===== config.mk =====
export PLATFORM = sky130hd
export DESIGN_NAME = sweep_step_seq
export DESIGN_NICKNAME = d
export VERILOG_FILES = /design/src/rtl/sweep_pkg.sv /design/src/rtl/sweep_param_latch.sv /design/src/rtl/sweep_cycle_timer.sv /design/src/rtl/sweep_div_accum.sv /design/src/rtl/sweep_load_pacer.sv /design/src/rtl/sweep_step_seq.sv
export SDC_FILE = /design/constraint.sdc
export NUM_CORES = 1
export LEC_CHECK = 0
export BUFFER_PORTS_ARGS = -buffer_cell sky130_fd_sc_hd__buf_2
export CAP_MARGIN = 40
export CORE_MARGIN = 1
export CORE_UTILIZATION = 50
export CTS_CLUSTER_DIAMETER = 150
export DETAILED_ROUTE_END_ITERATION = 8
export GPL_ROUTABILITY_DRIVEN = 1
export MAX_ROUTING_LAYER = met4
export PLACE_DENSITY = 0.7
export SYNTH_ARGS = -nofsm -noshare
export SYNTH_HDL_FRONTEND = slang
export SYNTH_HIERARCHICAL = 1
export SYNTH_SLANG_ARGS = --single-unit

===== constraint.sdc =====
create_clock -name clk -period 10.6 [get_ports clk]
set_input_delay 0.53 -clock clk [delete_from_list [all_inputs] [get_ports clk]]
set_output_delay 0.53 -clock clk [all_outputs]
set_load 0.03 [all_outputs]

===== src/rtl/sweep_pkg.sv =====
package sweep_pkg;

  typedef enum logic [1:0] {
    SW_IDLE = 2'd0,
    SW_RUN  = 2'd1,
    SW_FLY  = 2'd2
  } sweep_state_e;

endpackage


===== src/rtl/sweep_param_latch.sv =====
// Clamps the increment and step period to their legal ranges and captures
// them when a sweep begins.
module sweep_param_latch #(
  parameter int INC_W   = 10,
  parameter int INC_MAX = 1000,
  parameter int TMR_W   = 24,
  parameter int MIN_PER = 3000,
  parameter int MAX_PER = 1200000
) (
  input  logic             clk,
  input  logic             rst,
  input  logic             take,
  input  logic [INC_W-1:0] inc_in,
  input  logic [TMR_W-1:0] per_in,
  output logic [INC_W-1:0] inc_q,
  output logic [TMR_W-1:0] per_q
);

  localparam logic [INC_W-1:0] INC_LO = INC_W'(1);
  localparam logic [INC_W-1:0] INC_HI = INC_W'(INC_MAX);
  localparam logic [TMR_W-1:0] PER_LO = TMR_W'(MIN_PER);
  localparam logic [TMR_W-1:0] PER_HI = TMR_W'(MAX_PER);

  logic [INC_W-1:0] inc_c;
  logic [TMR_W-1:0] per_c;

  always_comb begin
    inc_c = inc_in;
    if (inc_in < INC_LO)      inc_c = INC_LO;
    else if (inc_in > INC_HI) inc_c = INC_HI;
  end

  always_comb begin
    per_c = per_in;
    if (per_in < PER_LO)      per_c = PER_LO;
    else if (per_in > PER_HI) per_c = PER_HI;
  end

  always_ff @(posedge clk) begin
    if (rst) begin
      inc_q <= INC_LO;
      per_q <= PER_LO;
    end else if (take) begin
      inc_q <= inc_c;
      per_q <= per_c;
    end
  end

  AST_INC_RANGE: assert property (@(posedge clk) disable iff (rst)
    (inc_q >= INC_LO) && (inc_q <= INC_HI));
  AST_PER_RANGE: assert property (@(posedge clk) disable iff (rst)
    (per_q >= PER_LO) && (per_q <= PER_HI));
  AST_HOLD_MIDSWEEP: assert property (@(posedge clk) disable iff (rst)
    !take |=> ($stable(inc_q) && $stable(per_q)));

endmodule


===== src/rtl/sweep_cycle_timer.sv =====
// Counts run cycles and flags the last cycle of each interval of LIMIT cycles.
module sweep_cycle_timer #(
  parameter int W = 24
) (
  input  logic         clk,
  input  logic         rst,
  input  logic         clr,
  input  logic         run,
  input  logic [W-1:0] limit,
  output logic         expire
);

  logic [W-1:0] cnt;

  assign expire = run && (cnt == limit - W'(1));

  always_ff @(posedge clk) begin
    if (rst || clr)   cnt <= '0;
    else if (expire)  cnt <= '0;
    else if (run)     cnt <= cnt + W'(1);
  end

  AST_TMR_BOUND: assert property (@(posedge clk) disable iff (rst)
    run |-> (cnt < limit));

endmodule


===== src/rtl/sweep_div_accum.sv =====
// Holds the division factor: it can load a start value or add an increment.
module sweep_div_accum #(
  parameter int DIV_W = 20,
  parameter int INC_W = 10
) (
  input  logic             clk,
  input  logic             rst,
  input  logic             ld,
  input  logic [DIV_W-1:0] ld_val,
  input  logic             add,
  input  logic [INC_W-1:0] add_val,
  output logic [DIV_W-1:0] q,
  output logic             chg
);

  logic [DIV_W-1:0] nxt;

  always_comb begin
    nxt = q;
    if (ld)       nxt = ld_val;
    else if (add) nxt = q + DIV_W'(add_val);
  end

  assign chg = (nxt != q);

  always_ff @(posedge clk) begin
    if (rst) q <= '0;
    else     q <= nxt;
  end

endmodule


===== src/rtl/sweep_load_pacer.sv =====
// Divides the system clock into a load-clock enable, and turns factor
// changes into a load request aligned to that enable.
module sweep_load_pacer #(
  parameter int LOAD_DIV = 23
) (
  input  logic clk,
  input  logic rst,
  input  logic div_chg,
  output logic load_ce,
  output logic load_req
);

  localparam int P_W = (LOAD_DIV > 1) ? $clog2(LOAD_DIV) : 1;

  logic [P_W-1:0] phase;
  logic           tick;
  logic           pend;

  assign tick = (phase == P_W'(LOAD_DIV - 1));

  always_ff @(posedge clk) begin
    if (rst) begin
      phase    <= '0;
      pend     <= 1'b0;
      load_ce  <= 1'b0;
      load_req <= 1'b0;
    end else begin
      phase    <= tick ? '0 : phase + P_W'(1);
      load_ce  <= tick;
      load_req <= tick && pend;
      pend     <= (pend && !tick) || div_chg;
    end
  end

  AST_REQ_ON_CE: assert property (@(posedge clk) disable iff (rst)
    load_req |-> load_ce);
  AST_CE_SINGLE: assert property (@(posedge clk) disable iff (rst)
    load_ce |=> !load_ce);

endmodule


===== src/rtl/sweep_step_seq.sv =====
module sweep_step_seq
  import sweep_pkg::*;
#(
  parameter int CLK_HZ   = 3000000,
  parameter int FLY_MS   = 200,
  parameter int STEPS    = 50,
  parameter int DIV_W    = 20,
  parameter int INC_W    = 10,
  parameter int INC_MAX  = 1000,
  parameter int TMR_W    = 24,
  parameter int LOAD_DIV = 23,
  localparam int STAIR_W = $clog2(STEPS)
) (
  input  logic               clk,
  input  logic               rst,
  input  logic               en,
  input  logic [DIV_W-1:0]   start_div,
  input  logic [INC_W-1:0]   step_inc,
  input  logic [TMR_W-1:0]   step_period,
  output logic [DIV_W-1:0]   div_out,
  output logic               load_req,
  output logic               load_ce,
  output logic [STAIR_W-1:0] stair,
  output logic               step_pulse,
  output logic               sync
);

  localparam int MIN_PER_RAW = CLK_HZ / 1000;
  localparam int MIN_PER     = (MIN_PER_RAW < 1) ? 1 : MIN_PER_RAW;
  localparam int MAX_PER_RAW = (CLK_HZ / 5) * 2;
  localparam int MAX_PER     = (MAX_PER_RAW < MIN_PER) ? MIN_PER : MAX_PER_RAW;
  localparam int FLY_RAW     = (CLK_HZ / 1000) * FLY_MS;
  localparam int FLY_CYC     = (FLY_RAW < 1) ? 1 : FLY_RAW;
  localparam int FLY_W       = $clog2(FLY_CYC + 1);
  localparam logic [STAIR_W-1:0] LAST = STAIR_W'(STEPS - 1);

  sweep_state_e     state;
  logic [INC_W-1:0] inc_q;
  logic [TMR_W-1:0] per_q;
  logic             step_exp;
  logic             fly_done;
  logic             take;
  logic             is_run;
  logic             is_fly;
  logic             final_step;
  logic             div_ld;
  logic             div_add;
  logic             div_chg;

  assign is_run     = en && (state == SW_RUN);
  assign is_fly     = en && (state == SW_FLY);
  assign take       = en && ((state == SW_IDLE) || fly_done);
  assign final_step = step_exp && (stair == LAST);
  assign div_ld     = !is_run || final_step;
  assign div_add    = step_exp && !final_step;
  assign sync       = (state == SW_FLY);

  sweep_param_latch #(
    .INC_W   (INC_W),
    .INC_MAX (INC_MAX),
    .TMR_W   (TMR_W),
    .MIN_PER (MIN_PER),
    .MAX_PER (MAX_PER)
  ) u_latch (
    .clk    (clk),
    .rst    (rst),
    .take   (take),
    .inc_in (step_inc),
    .per_in (step_period),
    .inc_q  (inc_q),
    .per_q  (per_q)
  );

  sweep_cycle_timer #(.W(TMR_W)) u_step_tmr (
    .clk    (clk),
    .rst    (rst),
    .clr    (!is_run),
    .run    (is_run),
    .limit  (per_q),
    .expire (step_exp)
  );

  sweep_cycle_timer #(.W(FLY_W)) u_fly_tmr (
    .clk    (clk),
    .rst    (rst),
    .clr    (!is_fly),
    .run    (is_fly),
    .limit  (FLY_W'(FLY_CYC)),
    .expire (fly_done)
  );

  sweep_div_accum #(.DIV_W(DIV_W), .INC_W(INC_W)) u_acc (
    .clk     (clk),
    .rst     (rst),
    .ld      (div_ld),
    .ld_val  (start_div),
    .add     (div_add),
    .add_val (inc_q),
    .q       (div_out),
    .chg     (div_chg)
  );

  sweep_load_pacer #(.LOAD_DIV(LOAD_DIV)) u_pacer (
    .clk      (clk),
    .rst      (rst),
    .div_chg  (div_chg),
    .load_ce  (load_ce),
    .load_req (load_req)
  );

  // Sequencing: reset enters fly-back, which doubles as the master clear.
  always_ff @(posedge clk) begin
    if (rst) begin
      state      <= SW_FLY;
      stair      <= '0;
      step_pulse <= 1'b0;
    end else begin
      step_pulse <= step_exp;
      if (!en) begin
        state <= SW_IDLE;
        stair <= '0;
      end else begin
        unique case (state)
          SW_IDLE: begin
            state <= SW_RUN;
            stair <= '0;
          end
          SW_FLY: begin
            stair <= '0;
            if (fly_done) state <= SW_RUN;
          end
          SW_RUN: begin
            if (final_step) begin
              state <= SW_FLY;
              stair <= '0;
            end else if (step_exp) begin
              stair <= stair + STAIR_W'(1);
            end
          end
          default: state <= SW_IDLE;
        endcase
      end
    end
  end

  AST_STAIR_RANGE: assert property (@(posedge clk) disable iff (rst)
    stair <= LAST);
  AST_STAIR_STEP: assert property (@(posedge clk) disable iff (rst)
    (step_pulse && state == SW_RUN) |-> (stair == $past(stair) + STAIR_W'(1)));
  AST_DIV_STEP: assert property (@(posedge clk) disable iff (rst)
    (step_pulse && state == SW_RUN) |->
      (div_out == $past(div_out) + DIV_W'($past(inc_q))));
  AST_FLY_ZERO: assert property (@(posedge clk) disable iff (rst)
    sync |-> (stair == '0));
  AST_END_TO_FLY: assert property (@(posedge clk) disable iff (rst)
    (final_step && en) |=> (sync && step_pulse && stair == '0));
  AST_PARK: assert property (@(posedge clk) disable iff (rst)
    !en |=> (state == SW_IDLE && stair == '0 && !step_pulse));

endmodule


==> flow_metrics.tcl <==
set metrics [dict create \
    result_of_the_run "finished, final reports clean" \
    rows 45 \
    via_count 7005 \
    post_layout_inst_area_um2 9370 \
    final_cells 1305 \
    dieWidth_um 128 \
    firstDrtPassIters 5 \
    layout-drive-gt1-share_pct 17.7 \
    cts_buffers 17 \
    clock.fmax_ghz 0.206 \
    detailedPlacementHpwl_um 14200 \
    worst-setup-path-type "flip-flop to flip-flop" \
    grt_util_all_layers_pct 24.8 \
    core_region_area_um2 15300 \
    final_hold_viol_count 0 \
    most_common_cell_after_layout_fill_and_taps_aside "dfxtp_1" \
    worst-endpoint-arrival_ns 5.18 \
    cts.root.buffer_cell "clkbuf_16" \
    maxCapViolations 0 \
    cts_tree "built" \
    setup_viol 0 \
    detail_route.wl_per_cell_um 14.5 \
    synth_enable_flop_cells 0 \
    layout.cells.most_common_list "dfxtp_1 (115), conb_1 (98), buf_2 (86)" \
    worst-slew-pin-transition_ns 0.929 \
    antenna_found_initial 1 \
    period_needed_ns 4.85 \
    grt_max_degree 35 \
    clock_pin_slew_on_the_worst_setup_and_hold_paths_ns 0.05 \
    ys_ff_latch 115 \
    setup_tns_ns 0 \
    place.gp.congestion 0.911 \
    antenna_violating_nets_post_route 0 \
    clock_sink_count 115 \
    clock_skew_ns 0.00680 \
    peakVddDrop_mv 0.115 \
    flow.area_growth_from_synthesis_pct 18.9 \
    report.final.slew_viol_count 0 \
    synthFlopType "dfxtp_1" \
    route.detailed.drc 0 \
    start_kind "flip-flop" \
    worst_skew_pair.late_latency_ns 0.41 \
    die_area_um2 16300 \
    finalWirelength_um 18900 \
    power.leakage_nw 3.66 \
    cts-hold-fix-buffers 0 \
    initial_core_util_pct 51.4 \
    post_drt_via_cell_ratio 5.37 \
    asyncSetResetFlopFracSynth_pct 0 \
    worstPathRequired_ns 10.92 \
    p_per_area_nw_per_um2 127 \
    maximum_clock_path_buffer_count 2 \
    global_route_wire_length_before_repair_um 31100 \
    worstHoldPathType "primary input to flip-flop" \
    numPortBuffers 86 \
    placed_cell_area_um2 8750 \
    post_synth_instance_area_um2 7880 \
    synth_seq_area_share_pct 29.2 \
    drt_iter0_markers 425 \
    design.final.nets 1156 \
    worst_slew_margin_rel_pct 37.5 \
    post-route-period-util_pct 45.8 \
    grt_setup_unrepaired "false" \
    cts_max_level 4 \
    placed_cells_incl_taps 1272 \
    post_cts_resized 0 \
    cp_max_fo 23 \
    vias_in_the_first_global_route 6353 \
    synthesis.instances 911 \
    chipHeight_um 128 \
    ioPinCount 87 \
    yosys.cell_types.count 92 \
    final_design_utilization_pct 61.2 \
    postCtsSetupRepairBufs 0 \
    yosysWarnings 6 \
    crit_path_end_kind "flip-flop" \
    synthesis.area_per_instance_um2 8.65 \
    grt_remaining_overflow 0 \
    filler_cell_count 1390 \
]
==> per-layer routing <==
layer / track usage (%) / part of all wire (%) / vias to the layer above
met4: 8.82 / 1.6 / 0
met2: 39.0 / 47 / 165
li1: - / - / 3572
met1: 31.9 / 48 / 3242
met5: - / 0 / -
met3: 4.27 / 3.9 / 26
==> cell usage after synthesis (all sizes together) (3+ instances only) <==
library cell  count  area share (%)
o21bai            3            0.29
nor4             43             5.9
nor3             39             2.5
o22a              3            0.33
nand3            34             2.2
and4              8            0.95
a311oi            6            0.67
buf              18             1.8
or4              10             1.0
and3b             3            0.33
or3              10            0.86
xnor2            74             8.2
and3             11            0.87
a31oi            10            0.79
nand2b            5            0.40
o211ai            5            0.54
o22ai             5            0.40
nor2b             6            0.48
a32o             10             1.3
a21o              7            0.68
dfxtp           115              29
nor2            102             5.5
a2111oi           5            0.95
o21ai            13            0.83
a211oi           14             1.8
nand2            60             2.9
xor2             64             7.1
clkbuf           18            0.91
ha               18             2.9
and2              6            0.49
and4b             3            0.38
nand3b            4            0.38
o31ai             6            0.57
inv              31             1.5
mux2i            23             2.9
nand4            25             2.1
a21oi            47             3.1
nor4b             4            0.44
o2111ai           5            0.56
o21a              3            0.29
==> critical path, stage by stage, from the launching register on <==
cell and delay, ns:
dfxtp_1 0.35, inv_1 0.07, ha_1 0.19, nor4b_1 0.51
nor2b_1 0.36, o211ai_1 0.14, a21oi_1 0.17, nand4_2 0.16
nor4_1 0.65, nand3_1 0.28, nand2_1 0.56, inv_1 0.59
a21oi_1 0.26, a21oi_1 0.06, o211ai_1 0.20, inv_1 0.06
o22ai_1 0.15
==> per-stage QoR <==
step | setup WS (ns) | hold WS (ns) | power [mW]
global route | 5.49 | 0.375 | 1.23
CTS | 5.83 | 0.368 | 1.19
finish | 5.75 | 0.380 | 1.19
floorplan | 7.02 | 0.445 | 0.564
detailed placement | 5.85 | 0.474 | 0.604
global placement | 5.96 | 0.471 | 0.602
==> path summary, 6_finish.rpt <==
| kind | startpoint | endpoint | slack (ns) | cells past startpoint |
|---|---|---|---|---|
| worst max-delay path | u_latch/per_q[0] | u_pacer/pend | 5.75 | 16 |
| worst min-delay path | start_div[18] | u_acc/q[18] | 0.38 | 3 |
| worst max register to register | u_latch/per_q[0] | u_pacer/pend | 5.75 | 16 |
| worst min register to register | u_pacer/pend | u_pacer/pend | 0.48 | 2 |
==> registers in the layout (all words and copies together) (netlist names) <==
name	flops
state	2
u_latch/per_q	24
u_pacer/load_ce	1
u_latch/inc_q	10
step_pulse	1
u_fly_tmr/cnt	20
u_acc/q	20
u_pacer/pend	1
u_pacer/phase	5
stair	6
u_step_tmr/cnt	24
u_pacer/load_req	1
==> power breakdown <==
group | switching, mW | internal (mW) | total, mW
Clock | 0.191 | 0.397 | 0.587
Combinational | 0.0828 | 0.0559 | 0.139
Sequential | 0.0161 | 0.443 | 0.459
==> cell families (layout without fill, tap and decap cells) <==
kind of cell | after synthesis | after routing | synth area share [%]
flip-flops | 115 | 115 | 29.2
adder cells (fa/ha/maj) | 19 | 19 | 3.11
other | 2 | 99 | 0.0953
AO/OA/AOI/OAI | 161 | 161 | 15.6
XOR/XNOR | 140 | 140 | 15.9
AND/OR/NAND/NOR | 382 | 382 | 28.7
multiplexers | 24 | 24 | 3.06
buffers and inverters | 68 | 154 | 4.27
==> final cells by class <==
class / instances / area, um2 / share of cell area, %
multi-input combinational: 824 / 5600 / 59.8
clock buffer: 30 / 554 / 5.92
sequential: 115 / 2300 / 24.6
clock inverter: 2 / 60.1 / 0.641
tap: 211 / 264 / 2.82
inverter: 31 / 116 / 1.24
antenna: 1 / 2.50 / 0.0267
timing repair buffer: 91 / 468 / 5.00
Power figures use the tool's default switching activity.
